### config.mk
export PLATFORM = sky130hd
export DESIGN_NAME = reset_boot_selector
export DESIGN_NICKNAME = d
export VERILOG_FILES = /design/src/rtl/rbs_pkg.sv /design/src/rtl/rbs_sampler.sv /design/src/rtl/rbs_ctl_reg.sv /design/src/rtl/rbs_shadow_mux.sv /design/src/rtl/reset_boot_selector.sv
export SDC_FILE = /design/constraint.sdc
export NUM_CORES = 1
export LEC_CHECK = 0
export BUFFER_PORTS_ARGS = -buffer_cell sky130_fd_sc_hd__buf_2
export CAP_MARGIN = 15
export CORE_ASPECT_RATIO = 0.8
export CORE_MARGIN = 10
export CORE_UTILIZATION = 40
export CTS_BUF_LIST = sky130_fd_sc_hd__clkbuf_8
export DETAILED_ROUTE_END_ITERATION = 16
export PLACE_DENSITY_LB_ADDON = 0.2
export SLEW_MARGIN = 10
export SYNTH_ARGS = -nofsm -noshare
export SYNTH_HDL_FRONTEND = slang
export SYNTH_SLANG_ARGS = --single-unit
### constraint.sdc
create_clock -name clk -period 1.45 [get_ports clk]
set_input_delay 0.2175 -clock clk [delete_from_list [all_inputs] [get_ports clk]]
set_output_delay 0.2175 -clock clk [all_outputs]
set_load 0.005 [all_outputs]
### src/rtl/rbs_pkg.sv
package rbs_pkg;

    typedef struct packed {
        logic store_en_n;
        logic ext_access;
        logic latch_en;
    } strap_t;

    function automatic logic strap_forces_boot(strap_t s);
        return (!s.store_en_n) && s.ext_access && s.latch_en;
    endfunction

endpackage

### src/rtl/rbs_sampler.sv
module rbs_sampler
    import rbs_pkg::*;
#(
    parameter int ADDR_W = 16,
    parameter int BYTE_W = 8
) (
    input  logic              clk,
    input  logic              rst,
    input  strap_t            straps,
    input  logic [BYTE_W-1:0] status_b,
    input  logic [BYTE_W-1:0] vector_b,
    output logic              entry_now,
    output logic              boot_entry,
    output logic [ADDR_W-1:0] start_pc
);
    localparam int LOW_W = ADDR_W - BYTE_W;

    logic past_rst;

    always_comb begin
        entry_now = (status_b != '0) || strap_forces_boot(straps);
    end

    always_ff @(posedge clk) begin
        past_rst <= rst;
        if (rst) begin
            boot_entry <= entry_now;
            start_pc   <= entry_now ? {vector_b, {LOW_W{1'b0}}} : '0;
        end
    end

    // once out of reset, the start address never moves
    a_r8_pc_held: assert property (@(posedge clk) disable iff (rst)
        !past_rst |-> $stable(start_pc));

    // a boot entry always starts on a page boundary
    a_r2_page_start: assert property (@(posedge clk) disable iff (rst)
        boot_entry |-> (start_pc[LOW_W-1:0] == '0));

    // a normal entry starts at zero
    a_r1_normal_zero: assert property (@(posedge clk) disable iff (rst)
        !boot_entry |-> (start_pc == '0));

endmodule

### src/rtl/rbs_ctl_reg.sv
module rbs_ctl_reg #(
    parameter int BYTE_W = 8,
    parameter int EN_BIT = 5
) (
    input  logic              clk,
    input  logic              rst,
    input  logic              entry_now,
    input  logic              wr,
    input  logic [BYTE_W-1:0] wdata,
    output logic [BYTE_W-1:0] ctl_q
);
    logic [BYTE_W-1:0] rst_val;

    always_comb begin
        rst_val         = '0;
        rst_val[EN_BIT] = entry_now;
    end

    always_ff @(posedge clk) begin
        if (rst) begin
            ctl_q <= rst_val;
        end else if (wr) begin
            ctl_q <= wdata;
        end
    end

    // no write, no change
    a_r5_hold: assert property (@(posedge clk) disable iff (rst)
        !wr |=> $stable(ctl_q));

    // a write lands on the next edge
    a_r5_load: assert property (@(posedge clk) disable iff (rst)
        wr |=> (ctl_q == $past(wdata)));

endmodule

### src/rtl/rbs_shadow_mux.sv
module rbs_shadow_mux #(
    parameter int ADDR_W = 16,
    parameter int WIN_W  = 10
) (
    input  logic              clk,
    input  logic              rst,
    input  logic [ADDR_W-1:0] fetch_addr,
    input  logic              boot_en,
    output logic              rom_sel
);
    localparam int TOP_W = ADDR_W - WIN_W;
    localparam logic [ADDR_W-1:0] WIN_BASE = {{TOP_W{1'b1}}, {WIN_W{1'b0}}};

    logic in_window;

    always_comb begin
        in_window = &fetch_addr[ADDR_W-1:WIN_W];
        rom_sel   = in_window && boot_en;
    end

    // nothing below the window ever reaches the ROM
    a_r7_below_window: assert property (@(posedge clk) disable iff (rst)
        (fetch_addr < WIN_BASE) |-> !rom_sel);

endmodule

### src/rtl/reset_boot_selector.sv
module reset_boot_selector
    import rbs_pkg::*;
#(
    parameter int ADDR_W = 16,
    parameter int BYTE_W = 8,
    parameter int WIN_W  = 10,
    parameter int EN_BIT = 5
) (
    input  logic              clk,
    input  logic              rst,
    input  logic              strap_store_en_n,
    input  logic              strap_ext_access,
    input  logic              strap_latch_en,
    input  logic [BYTE_W-1:0] nv_status,
    input  logic [BYTE_W-1:0] nv_vector,
    input  logic              ctl_wr,
    input  logic [BYTE_W-1:0] ctl_wdata,
    input  logic [ADDR_W-1:0] fetch_addr,
    output logic [ADDR_W-1:0] start_pc,
    output logic [BYTE_W-1:0] ctl_q,
    output logic              rom_sel
);
    strap_t straps;
    logic   entry_now;
    logic   boot_entry;
    logic   past_rst;

    always_comb begin
        straps.store_en_n = strap_store_en_n;
        straps.ext_access = strap_ext_access;
        straps.latch_en   = strap_latch_en;
    end

    rbs_sampler #(.ADDR_W(ADDR_W), .BYTE_W(BYTE_W)) u_sampler (
        .clk        (clk),
        .rst        (rst),
        .straps     (straps),
        .status_b   (nv_status),
        .vector_b   (nv_vector),
        .entry_now  (entry_now),
        .boot_entry (boot_entry),
        .start_pc   (start_pc)
    );

    rbs_ctl_reg #(.BYTE_W(BYTE_W), .EN_BIT(EN_BIT)) u_ctl (
        .clk       (clk),
        .rst       (rst),
        .entry_now (entry_now),
        .wr        (ctl_wr),
        .wdata     (ctl_wdata),
        .ctl_q     (ctl_q)
    );

    rbs_shadow_mux #(.ADDR_W(ADDR_W), .WIN_W(WIN_W)) u_mux (
        .clk        (clk),
        .rst        (rst),
        .fetch_addr (fetch_addr),
        .boot_en    (ctl_q[EN_BIT]),
        .rom_sel    (rom_sel)
    );

    always_ff @(posedge clk) begin
        past_rst <= rst;
    end

    // right after reset, boot enable matches the sampled entry cause
    a_r4_enable_follows_entry: assert property (@(posedge clk) disable iff (rst)
        past_rst |-> (ctl_q[EN_BIT] == boot_entry));

    // the ROM is only selected while boot enable is set
    a_r6_rom_needs_enable: assert property (@(posedge clk) disable iff (rst)
        rom_sel |-> ctl_q[EN_BIT]);

endmodule

# == Word-level counts from Yosys, hierarchy flattened ==
# Index checks and enable logic that the tools add are counted.
# W data, S select, Z words.
# totals
ff_bits,24
wordCells,14
inputBits,46
# classes
n_reduce_logical,8
muxes,2
# ops
cell,n
$mux W6,2
$reduce_bool A8 Y1,1
$reduce_and A6 Y1,1
$logic_and A1 B1 Y1,3
$reduce_bool A2 Y1,1
$logic_not A1 Y1,1
$logic_or A1 B1 Y1,1

# == Longest topological paths before layout ==
# Gate-level depths: netlist (run 1).
# logic_depth
ltp_word,5
mapped_depth,3

# == Modules after synthesis ==
# A second synthesis (run 1) with hierarchy kept.
# hier_totals
cells_unflattened,69
area_unflattened_um2,785.8
# modules_own_cells
mod,instances,cells_per_inst,area_per_inst_um2,seq_area_each_um2
rbs_sampler,1,38,469.2,270.3
rbs_ctl_reg,1,28,301.5,170.2
rbs_shadow_mux,1,3,15.0,0.0

# == Least setup slack after synthesis (run 1) ==
# OpenSTA, ideal clock, no wires.
# synth_timing
path_kind,input to register
startpoint,in nv_status[5]
endpoint,reg u_ctl.ctl_q[5] (data pin)
arrival_ps,774
t_required_ps,1165
setup_ps,285
cell_stages,2
path_slack_ps,391
cell_sequence,nor4_4 -> a41oi_1
# synth_via
elab_chain_cells,3
# synth_rtl
element,line,text
"start, declared",reset_boot_selector.sv:14,"input logic [BYTE_W-1:0] nv_status,"
$reduce_bool A8 Y1,rbs_sampler.sv:21,entry_now = (status_b != '0) || strap_forces_boot(straps);
$logic_or A1 B1 Y1,rbs_sampler.sv:21,
$mux W6,rbs_ctl_reg.sv:20,if (rst) begin
"end signal, assigned",rbs_ctl_reg.sv:21,ctl_q <= rst_val;
"end signal, assigned",rbs_ctl_reg.sv:23,ctl_q <= wdata;
"end, declared",rbs_ctl_reg.sv:10,output logic [BYTE_W-1:0] ctl_q
# Every way passes these cells.
# A chain may end at the register's enable or synchronous reset.

# == Final worst setup path (run 1) ==
# layout_timing
startpoint,reg u_ctl.ctl_q[5]
endpoint,out rom_sel
# layout_via
elab_chain_cells,1
# layout_rtl
element,line,text
$logic_and A1 B1 Y1,rbs_shadow_mux.sv:18,rom_sel = in_window && boot_en;
"end, declared",reset_boot_selector.sv:21,output logic rom_sel
# Every way passes these cells.

==> flow_summary.json, run 1 <==
{
  "outcome": "finished clean",
  "critical_path_class": "flop to output pin",
  "critPathArrivalTime_ps": 880,
  "power.share.sequential": 0.528,
  "num_rows": 13,
  "critPathCaptureType": "output pin",
  "synth_seq_area_share": 0.546,
  "p_clk_frac": 0.322,
  "overflow": 0,
  "finalCriticalPeriod_ps": 1100,
  "io_pins": 71,
  "tritoncts": "yes",
  "power.density_mw_per_mm2": 957,
  "critPathLaunchType": "flop",
  "drt_first_iter_violations": 13,
  "syn2layout_area_growth_pct": 37.6,
  "clock_path_buffers": 2,
  "hold_path_class": "primary input to flop",
  "synth-edff-count": 9,
  "drc": 0,
  "whs_path_depth": 3,
  "diodes": 0,
  "combPwrFrac": 0.150,
  "hold_end": "u_ctl.ctl_q[1]",
  "drtPass1Iterations": 4,
  "critPathMaxFanout": 2,
  "power_w": 0.000990,
  "dp_hpwl_um": 1640,
  "fin_util": 0.606,
  "synth_common_cells": "buf_4, edfxtp_1, a31oi_1, inv_1, nor2_1",
  "die_h_um": 58.8,
  "htree_levels": 1,
  "max_cap_viol_count": 0,
  "vias_per_cell": 4.52,
  "rsz0062_at_grt": "no",
  "yosys-top-cells-area": "edfxtp_1, dfxtp_1, mux2i_1, buf_4, a31oi_1",
  "r2r_end": "u_ctl.ctl_q[4]",
  "cts_made_buffers": 3,
  "cts_resized": 0,
  "post_route_cells_drive_above_1_share": 0.479,
  "wl_um": 1900,
  "synth_top_cell_by_area": "edfxtp_1",
  "fin_nets": 166,
  "portBuffers": 52,
  "p_int_w": 0.000777,
  "cts_sinks": 16,
  "yosys_warnings": 0,
  "synth_flop_cell": "edfxtp_1",
  "fin_tns_setup_ps": 0,
  "mappedNetlistArea_um2": 752,
  "clk_latency_ps": 240,
  "clkTransAtPathRegs_ps": 50,
  "post_cts_buffers": 0,
  "postSynthAreaPerCell_um2": 11.2,
  "netlist_instances": 67,
  "fin_crit_sh": 0.758,
  "postCtsHoldBufs": 0,
  "critPathRequiredTime_ps": 1230,
  "ant_nets": 0,
  "setup_viol": 0,
  "worstRegToRegCells": 2,
  "die_x_um": 68.5,
  "p_leak_nw": 0.534,
  "r2r_slack_ps": 850,
  "antenna_found_initial": 0,
  "num_vias": 638,
  "post_drt_wl_per_cell_um": 13.5,
  "grt_pass1_wl_um": 3060,
  "ys_seq_elements": 16,
  "synth_top_area_frac": 0.359,
  "hold_path_startpoint": "ctl_wdata[1]",
  "yosysUniqueCellTypes": 17,
  "grt_pass1_vias": 711,
  "cts_root_buf": "clkbuf_8",
  "hold_violations": 0,
  "grt_start_max_net_pins": 19,
  "grt.total_usage": 0.0998,
  "reg2reg_from": "u_ctl.ctl_q[4]",
  "max_freq_mhz": 910,
  "initial_core_util": 0.440,
  "core_mm2": 0.00171,
  "dieArea_mm2": 0.00402,
  "ir_worst_vdd_mv": 0.564,
  "skew_ps": 0,
  "synthArstFlopShare": 0,
  "slew_violations": 0,
  "power.switching_w": 0.000213,
  "sw_frac_of_total": 0.215,
  "gp_congestion": 0.695
}
==> worst max-delay path, stage by stage, from the launching register on <==
cell	delay [ps]
edfxtp_1	340
nand4_1	90
nor2_1	100
buf_2	110
==> sequential cells by signal, summed over array words and instances (netlist names) <==
signal / cells
u_ctl.ctl_q: 8
u_sampler.start_pc: 8
==> stage by stage <==
stage	instances	worst slack [ps]	hold WS (ps)	area, um2
after floorplan	74	391	330	778
after global placement	137	166	450	990
after detailed placement	137	157	460	990
after CTS	141	329	210	1030
after global routing	141	259	215	1030
final	141	351	214	1030
==> cell usage in the layout (no fill, tap or decap), drive strengths merged <==
cell,n
edfxtp,9
dfxtp,7
mux2i,7
nand3b,1
inv,9
nor2,8
nor4,2
buf,52
nand3,1
or2,1
conb,8
a31oi,8
clkbuf,3
nand4,1
a21oi,1
a41oi,1
==> cell type report <==
| type | count | area, um2 |
|---|---|---|
| sequential | 16 | 410 |
| multi-input combinational | 39 | 262 |
| clock buffer | 3 | 41.3 |
| timing repair buffer | 52 | 260 |
| inverter | 8 | 30.0 |
| fill | 163 | 673 |
| tap | 22 | 27.5 |
| clock inverter | 1 | 3.75 |
==> worst max path at each step <==
| stage | from | end | slack (ps) | cells after the start |
|---|---|---|---|---|
| 2_1_floorplan | nv_status[5] | u_ctl.ctl_q[5] | 390 | 2 |
| 3_3_place_gp | nv_status[5] | u_ctl.ctl_q[5] | 170 | 3 |
| 3_5_place_dp | nv_status[5] | u_ctl.ctl_q[5] | 160 | 3 |
| 4_1_cts | u_ctl.ctl_q[5] | rom_sel | 330 | 3 |
| 5_1_grt | u_ctl.ctl_q[5] | rom_sel | 260 | 3 |
| 6_report | u_ctl.ctl_q[5] | rom_sel | 350 | 3 |
==> routing by layer <==
metal	part of all wire	global-route usage
met4	0.018	0.0831
met3	0.11	0.0416
met5	0	0
met2	0.51	0.170
met1	0.36	0.0898
==> cell families after synthesis <==
| logic type | count (synthesis) | share of synthesized area |
|---|---|---|
| other | 1 | 0.00499 |
| and+or+nand+nor | 14 | 0.130 |
| AOI/OAI and AO/OA | 10 | 0.0849 |
| DFF | 16 | 0.546 |
| buffers and inverters | 19 | 0.141 |
| muxes | 7 | 0.0932 |
==> power by group through the flow <==
stage          combinational, W  sequential, W  clock (W)
5_1_grt                0.000168       0.000527   0.000361
3_3_place_gp           0.000147       0.000532          0
3_5_place_dp           0.000151       0.000533          0
4_1_cts                0.000151       0.000524   0.000334
6_report               0.000148       0.000523   0.000319
2_1_floorplan         0.0000705       0.000539          0
(Power assumes the default switching activity.)
==> inputs of run 2 (changes only) <==
CORE_UTILIZATION = 33   (was 40)
clock period = 0.9 ns   (was 1.45 ns; I/O delays follow)
==> run 2 against run 1 <==
  * The run now ends with setup timing left
  * First-iteration DRC count grew 38%
  * Global-route usage shrank 1.8 points
  * Clock power grew 69%
  * Die area grew 14%
  * Utilization shrank 11 points
  * Wire length grew 9.7%
  * Clock skew is the same
  * Worst hold slack lost 87 ps
  * Total power grew 65%
  * Flip-flop and latch count is the same
  * Critical path depth is the same
  * Largest power group unchanged
==> flow_summary.json, run 2 (same netlist as run 1, synthesis figures left out) <==
{
  "timing.critical_path.cells": "nand4_1 -> nor2_1 -> buf_2",
  "grt_pass1_wl_um": 2990,
  "clkTransAtPathRegs_ps": 60,
  "io_pins": 71,
  "die_h_um": 62.7,
  "layout_common_cells": "buf_2, inv_1, edfxtp_1",
  "ant_nets": 0,
  "post_cts_buffers": 0,
  "worstRegToRegCells": 2,
  "wl_um": 2090,
  "num_vias": 672,
  "portBuffers": 52,
  "outcome": "finished, violations left",
  "post_route_cells_drive_above_1_share": 0.500,
  "setup_viol": 2,
  "fin_nets": 171,
  "htree_levels": 1,
  "rsz0062_at_grt": "yes",
  "violations": "setup timing",
  "critPathCaptureType": "output pin",
  "max_stage_delay_ps": 380,
  "critical_path_class": "flop to output pin",
  "critPathLaunchType": "flop",
  "cts_sinks": 16,
  "worst-path-buf-inv": 1,
  "hold_path_class": "primary input to flop",
  "final_common_cell": "buf_2",
  "drt_first_iter_violations": 18,
  "setup_ws_ps": -102,
  "p_leak_nw": 0.561,
  "cp_slowest_cell": "edfxtp_1",
  "max_freq_mhz": 998,
  "grt_start_max_net_pins": 14,
  "drtPass1Iterations": 3,
  "ir_worst_vdd_mv": 0.691,
  "core_mm2": 0.00216,
  "drc": 0,
  "cts_made_buffers": 3,
  "whs_path_depth": 3,
  "slew_violations": 0,
  "fin_crit_sh": 1.11,
  "grt_pass1_vias": 714,
  "cp_top_family": "flip-flops",
  "power.density_mw_per_mm2": 1520,
  "fin_cells": 149,
  "skew_ps": 0,
  "dp_hpwl_um": 1810,
  "dp_cells": 145,
  "syn2layout_area_growth_pct": 43.6,
  "tritoncts": "yes",
  "fin_hold_ws_ps": 127,
  "top_regs": "u_ctl.ctl_q (8), u_sampler.start_pc (8)",
  "die_x_um": 73.4,
  "post_drt_wl_per_cell_um": 14.0,
  "dieArea_mm2": 0.00460,
  "fill_cells": 211,
  "clock_path_buffers": 2,
  "critPathRequiredTime_ps": 760,
  "num_rows": 15,
  "antenna_found_initial": 0,
  "max_cap_viol_count": 0,
  "diodes": 0,
  "finalCriticalPeriod_ps": 1000,
  "overflow": 0,
  "critPathMaxFanout": 2,
  "gp_congestion": 0.743,
  "initial_core_util": 0.348,
  "vias_per_cell": 4.51,
  "fin_util": 0.500,
  "hold_violations": 0,
  "grt.total_usage": 0.0823,
  "critPathArrivalTime_ps": 870,
  "cts_root_buf": "clkbuf_8",
  "cp.depth": 3,
  "clk_latency_ps": 240,
  "postCtsHoldBufs": 0
}
==> run 2: cell types whose count changed in the layout (fill, tap and decap cells not counted), sizes merged <==
| cell | previous run | this run |
|---|---|---|
| buf | 52 | 57 |
==> run 2: cell type report <==
type	instances	area [um2]	area share
Sequential cell	16	410	0.380
Clock buffer	3	41.3	0.0382
Clock inverter	1	3.75	0.00348
Multi-Input combinational cell	39	262	0.242
Tap cell	25	31.3	0.0290
Inverter	8	30.0	0.0278
Timing Repair Buffer	57	302	0.279
==> run 2: power by group <==
part | total, W | internal [W] | switching, W
clock network | 0.000538 | 0.000302 | 0.000236
registers | 0.000845 | 0.000828 | 0.0000168
logic | 0.000254 | 0.000133 | 0.000121
total | 0.00164 | 0.00126 | 0.000374
==> run 2: timing repair <==
action,CTS,global route
pin swaps,2,0
gates resized for setup,0,1
setup endpoints to repair,2,10
==> run 2: worst reg2reg max path, cell delays in order, from the launching register on <==
cell     delay (ps)
dfxtp_1         310
mux2i_1         130
nor2_1           50
==> run 2: metal layers <==
layer  global-route usage  routed length [um]  vias up
met1               0.0727                 750      307
met3               0.0413                 218        2
li1                     -                   -      330
met2                0.147                1090       33
met4               0.0419                  27        0
met5                    0                   0        -
==> run 2: worst paths after layout <==
path / startpoint / to / slack [ps]
hold reg to reg: u_ctl.ctl_q[7] / u_ctl.ctl_q[7] / 490
setup / recovery: u_ctl.ctl_q[5] / rom_sel / -100
setup reg to reg: u_ctl.ctl_q[3] / u_ctl.ctl_q[3] / 310
hold / removal: ctl_wdata[4] / u_ctl.ctl_q[4] / 130
==> run 2: per-stage QoR <==
stage | setup WS, ps | TNS [ps] | area (um2) | power (W)
6_report | -102 | -109 | 1080 | 0.00164
5_1_grt | -149 | -260 | 1080 | 0.00171
3_3_place_gp | -173 | -1390 | 1030 | 0.00111
2_1_floorplan | -76.3 | -428 | 778 | 0.000982
4_1_cts | -111 | -124 | 1080 | 0.00165
3_5_place_dp | -207 | -1690 | 1030 | 0.00112
==> inputs of run 3 (changes only) <==
ABC_AREA = 1   (was not set)
==> run 3 against run 2 <==
  * The run still ends with setup timing left
  * Flip-flop and latch count unchanged
  * Worst hold slack worse by 13 ps
  * Clock skew unchanged
  * Count of clock-buffer cells in the layout unchanged
  * Combinational power down 10%
  * Synthesized area down 3.3%
  * Cell count up 3.4%
  * Fmax up 0.68%
  * First-iteration DRC count down 61%
  * Critical path type unchanged
  * Largest cell class unchanged
==> flow_summary.json, run 3 <==
{
  "synth_top_cell_by_area": "edfxtp_1",
  "power.density_mw_per_mm2": 1580,
  "tritoncts": "yes",
  "critPathRequiredTime_ps": 760,
  "p_clk_frac": 0.333,
  "die_h_um": 62.0,
  "top_regs": "u_ctl.ctl_q (8), u_sampler.start_pc (8)",
  "post_drt_wl_per_cell_um": 13.0,
  "setup_ws_ps": -95.7,
  "synth_common_cells": "nor2_1, buf_4, edfxtp_1, dfxtp_1, o21ai_0",
  "clock_path_buffers": 2,
  "drtPass1Iterations": 2,
  "outcome": "finished, violations left",
  "synth_flop_cell": "edfxtp_1",
  "hold_violations": 0,
  "critPathMaxFanout": 2,
  "ir_worst_vdd_mv": 0.665,
  "layout_common_cells": "buf_2, nor2_1, edfxtp_1, conb_1",
  "r2r_slack_ps": 230,
  "p_leak_nw": 0.517,
  "yosysUniqueCellTypes": 15,
  "gp_congestion": 0.664,
  "critPathLaunchType": "flop",
  "ant_nets": 0,
  "syn2layout_area_growth_pct": 40.3,
  "synthMostInstantiatedCell": "nor2_1",
  "synth_top_area_frac": 0.372,
  "cts_root_buf": "clkbuf_8",
  "finalCriticalPeriod_ps": 996,
  "yosys_warnings": 0,
  "power_w": 0.00161,
  "cts_sinks": 16,
  "wl_um": 2010,
  "clk_latency_ps": 240,
  "dieArea_mm2": 0.00449,
  "power.share.sequential": 0.526,
  "grt_start_max_net_pins": 10,
  "cts_made_buffers": 3,
  "max_freq_mhz": 1000,
  "grt_pass1_wl_um": 2990,
  "drc": 0,
  "diodes": 0,
  "hold_path_class": "primary input to flop",
  "final_common_cell": "buf_2",
  "yosys-top-cells-area": "edfxtp_1, dfxtp_1, nor2_1, buf_4, a21boi_0",
  "max_cap_viol_count": 0,
  "num_vias": 656,
  "grt.total_usage": 0.0832,
  "overflow": 0,
  "htree_levels": 1,
  "antenna_found_initial": 0,
  "post_route_cells_drive_above_1_share": 0.450,
  "hold_path_startpoint": "ctl_wdata[1]",
  "postSynthAreaPerCell_um2": 9.69,
  "reg2reg_from": "u_ctl.ctl_q[6]",
  "drt_first_iter_violations": 7,
  "portBuffers": 52,
  "die_x_um": 72.5,
  "num_rows": 15,
  "sw_frac_of_total": 0.223,
  "fin_tns_setup_ps": -99.7,
  "critPathCaptureType": "output pin",
  "grt_pass1_vias": 676,
  "fill_cells": 206,
  "fin_nets": 176,
  "netlist_instances": 75,
  "multi_input_area_um2": 258,
  "slew_violations": 0,
  "synth-edff-count": 9,
  "initial_core_util": 0.343,
  "p_int_w": 0.00125,
  "skew_ps": 0,
  "ys_seq_elements": 16,
  "regArea_um2": 410,
  "rsz0062_at_grt": "yes",
  "fin_crit_sh": 1.11,
  "power.switching_w": 0.000360,
  "worstSetupStartpoint": "u_ctl.ctl_q[5]",
  "clkTransAtPathRegs_ps": 60,
  "violations": "setup timing",
  "setup_viol": 2,
  "post_cts_buffers": 0,
  "core_mm2": 0.00212,
  "synthArstFlopShare": 0,
  "critPathArrivalTime_ps": 860,
  "critical_path_class": "flop to output pin",
  "combPwrFrac": 0.141,
  "mappedNetlistArea_um2": 727,
  "vias_per_cell": 4.26,
  "synth_seq_area_share": 0.565,
  "io_pins": 71
}
## run 3: stage by stage
stage	hold slack (ps)	util	cells	worst slack (ps)	cell area [um2]
after global placement	355	0.459	150	-151	973
after global routing	144	0.481	154	-145	1020
after floorplan	247	-	82	63.1	753
after detailed placement	362	0.459	150	-173	973
final	114	0.481	154	-95.7	1020
after CTS	111	0.480	154	-108	1020
## run 3: layout make-up
class                   instances  share of cell area
clock buffers                   3              0.0405
inverters                       2             0.00736
multi-input cells              54               0.253
repair buffers                 53               0.263
flip-flops and latches         16               0.402
well taps                      25              0.0307
clock inverters                 1             0.00368
## run 3: kinds of logic (layout without fill, tap and decap cells)
| kind of cell | after synthesis | count (layout) | share of synthesized area |
|---|---|---|---|
| AOI/OAI and AO/OA | 15 | 15 | 0.131 |
| buffers and inverters | 12 | 59 | 0.119 |
| DFF | 16 | 16 | 0.565 |
| other | 1 | 8 | 0.00516 |
| and+or+nand+nor | 31 | 31 | 0.181 |
## run 3: worst paths after layout
| path | end | cells past startpoint |
|---|---|---|
| worst min register to register | u_ctl.ctl_q[4] | 2 |
| worst min-delay path | u_ctl.ctl_q[1] | 3 |
| worst max register to register | u_ctl.ctl_q[6] | 2 |
| worst max-delay path | rom_sel | 3 |
## run 3: timing repair
| item | CTS | global route |
|---|---|---|
| pin swaps | 2 | 0 |
| cloned | 0 | 0 |
| hold buffers | 0 | 0 |
| gates resized for setup | 0 | 1 |
| endpoints found under the setup margin | 2 | 6 |
| hold endpoints to repair | 0 | 0 |
## run 3: metal layers
layer | wire length, um | vias to the layer above | global-route usage
li1 | - | 339 | -
met1 | 693 | 285 | 0.0747
met2 | 1050 | 30 | 0.164
met3 | 239 | 2 | 0.0349
met4 | 27 | 0 | 0.0324
met5 | 0 | - | 0
## run 3: power groups by stage
stage          Clock [W]  Combinational [W]  Sequential [W]
6_report        0.000536           0.000228        0.000848
3_3_place_gp           0           0.000225        0.000861
3_5_place_dp           0           0.000230        0.000864
4_1_cts         0.000546           0.000231        0.000848
2_1_floorplan          0           0.000102        0.000872
5_1_grt         0.000572           0.000264        0.000854
## run 3: worst max-delay path, cell delays in order, from the launching register on
cell      delay, ps
edfxtp_1        390
nand3_1          80
nor2_1           40
buf_2           120
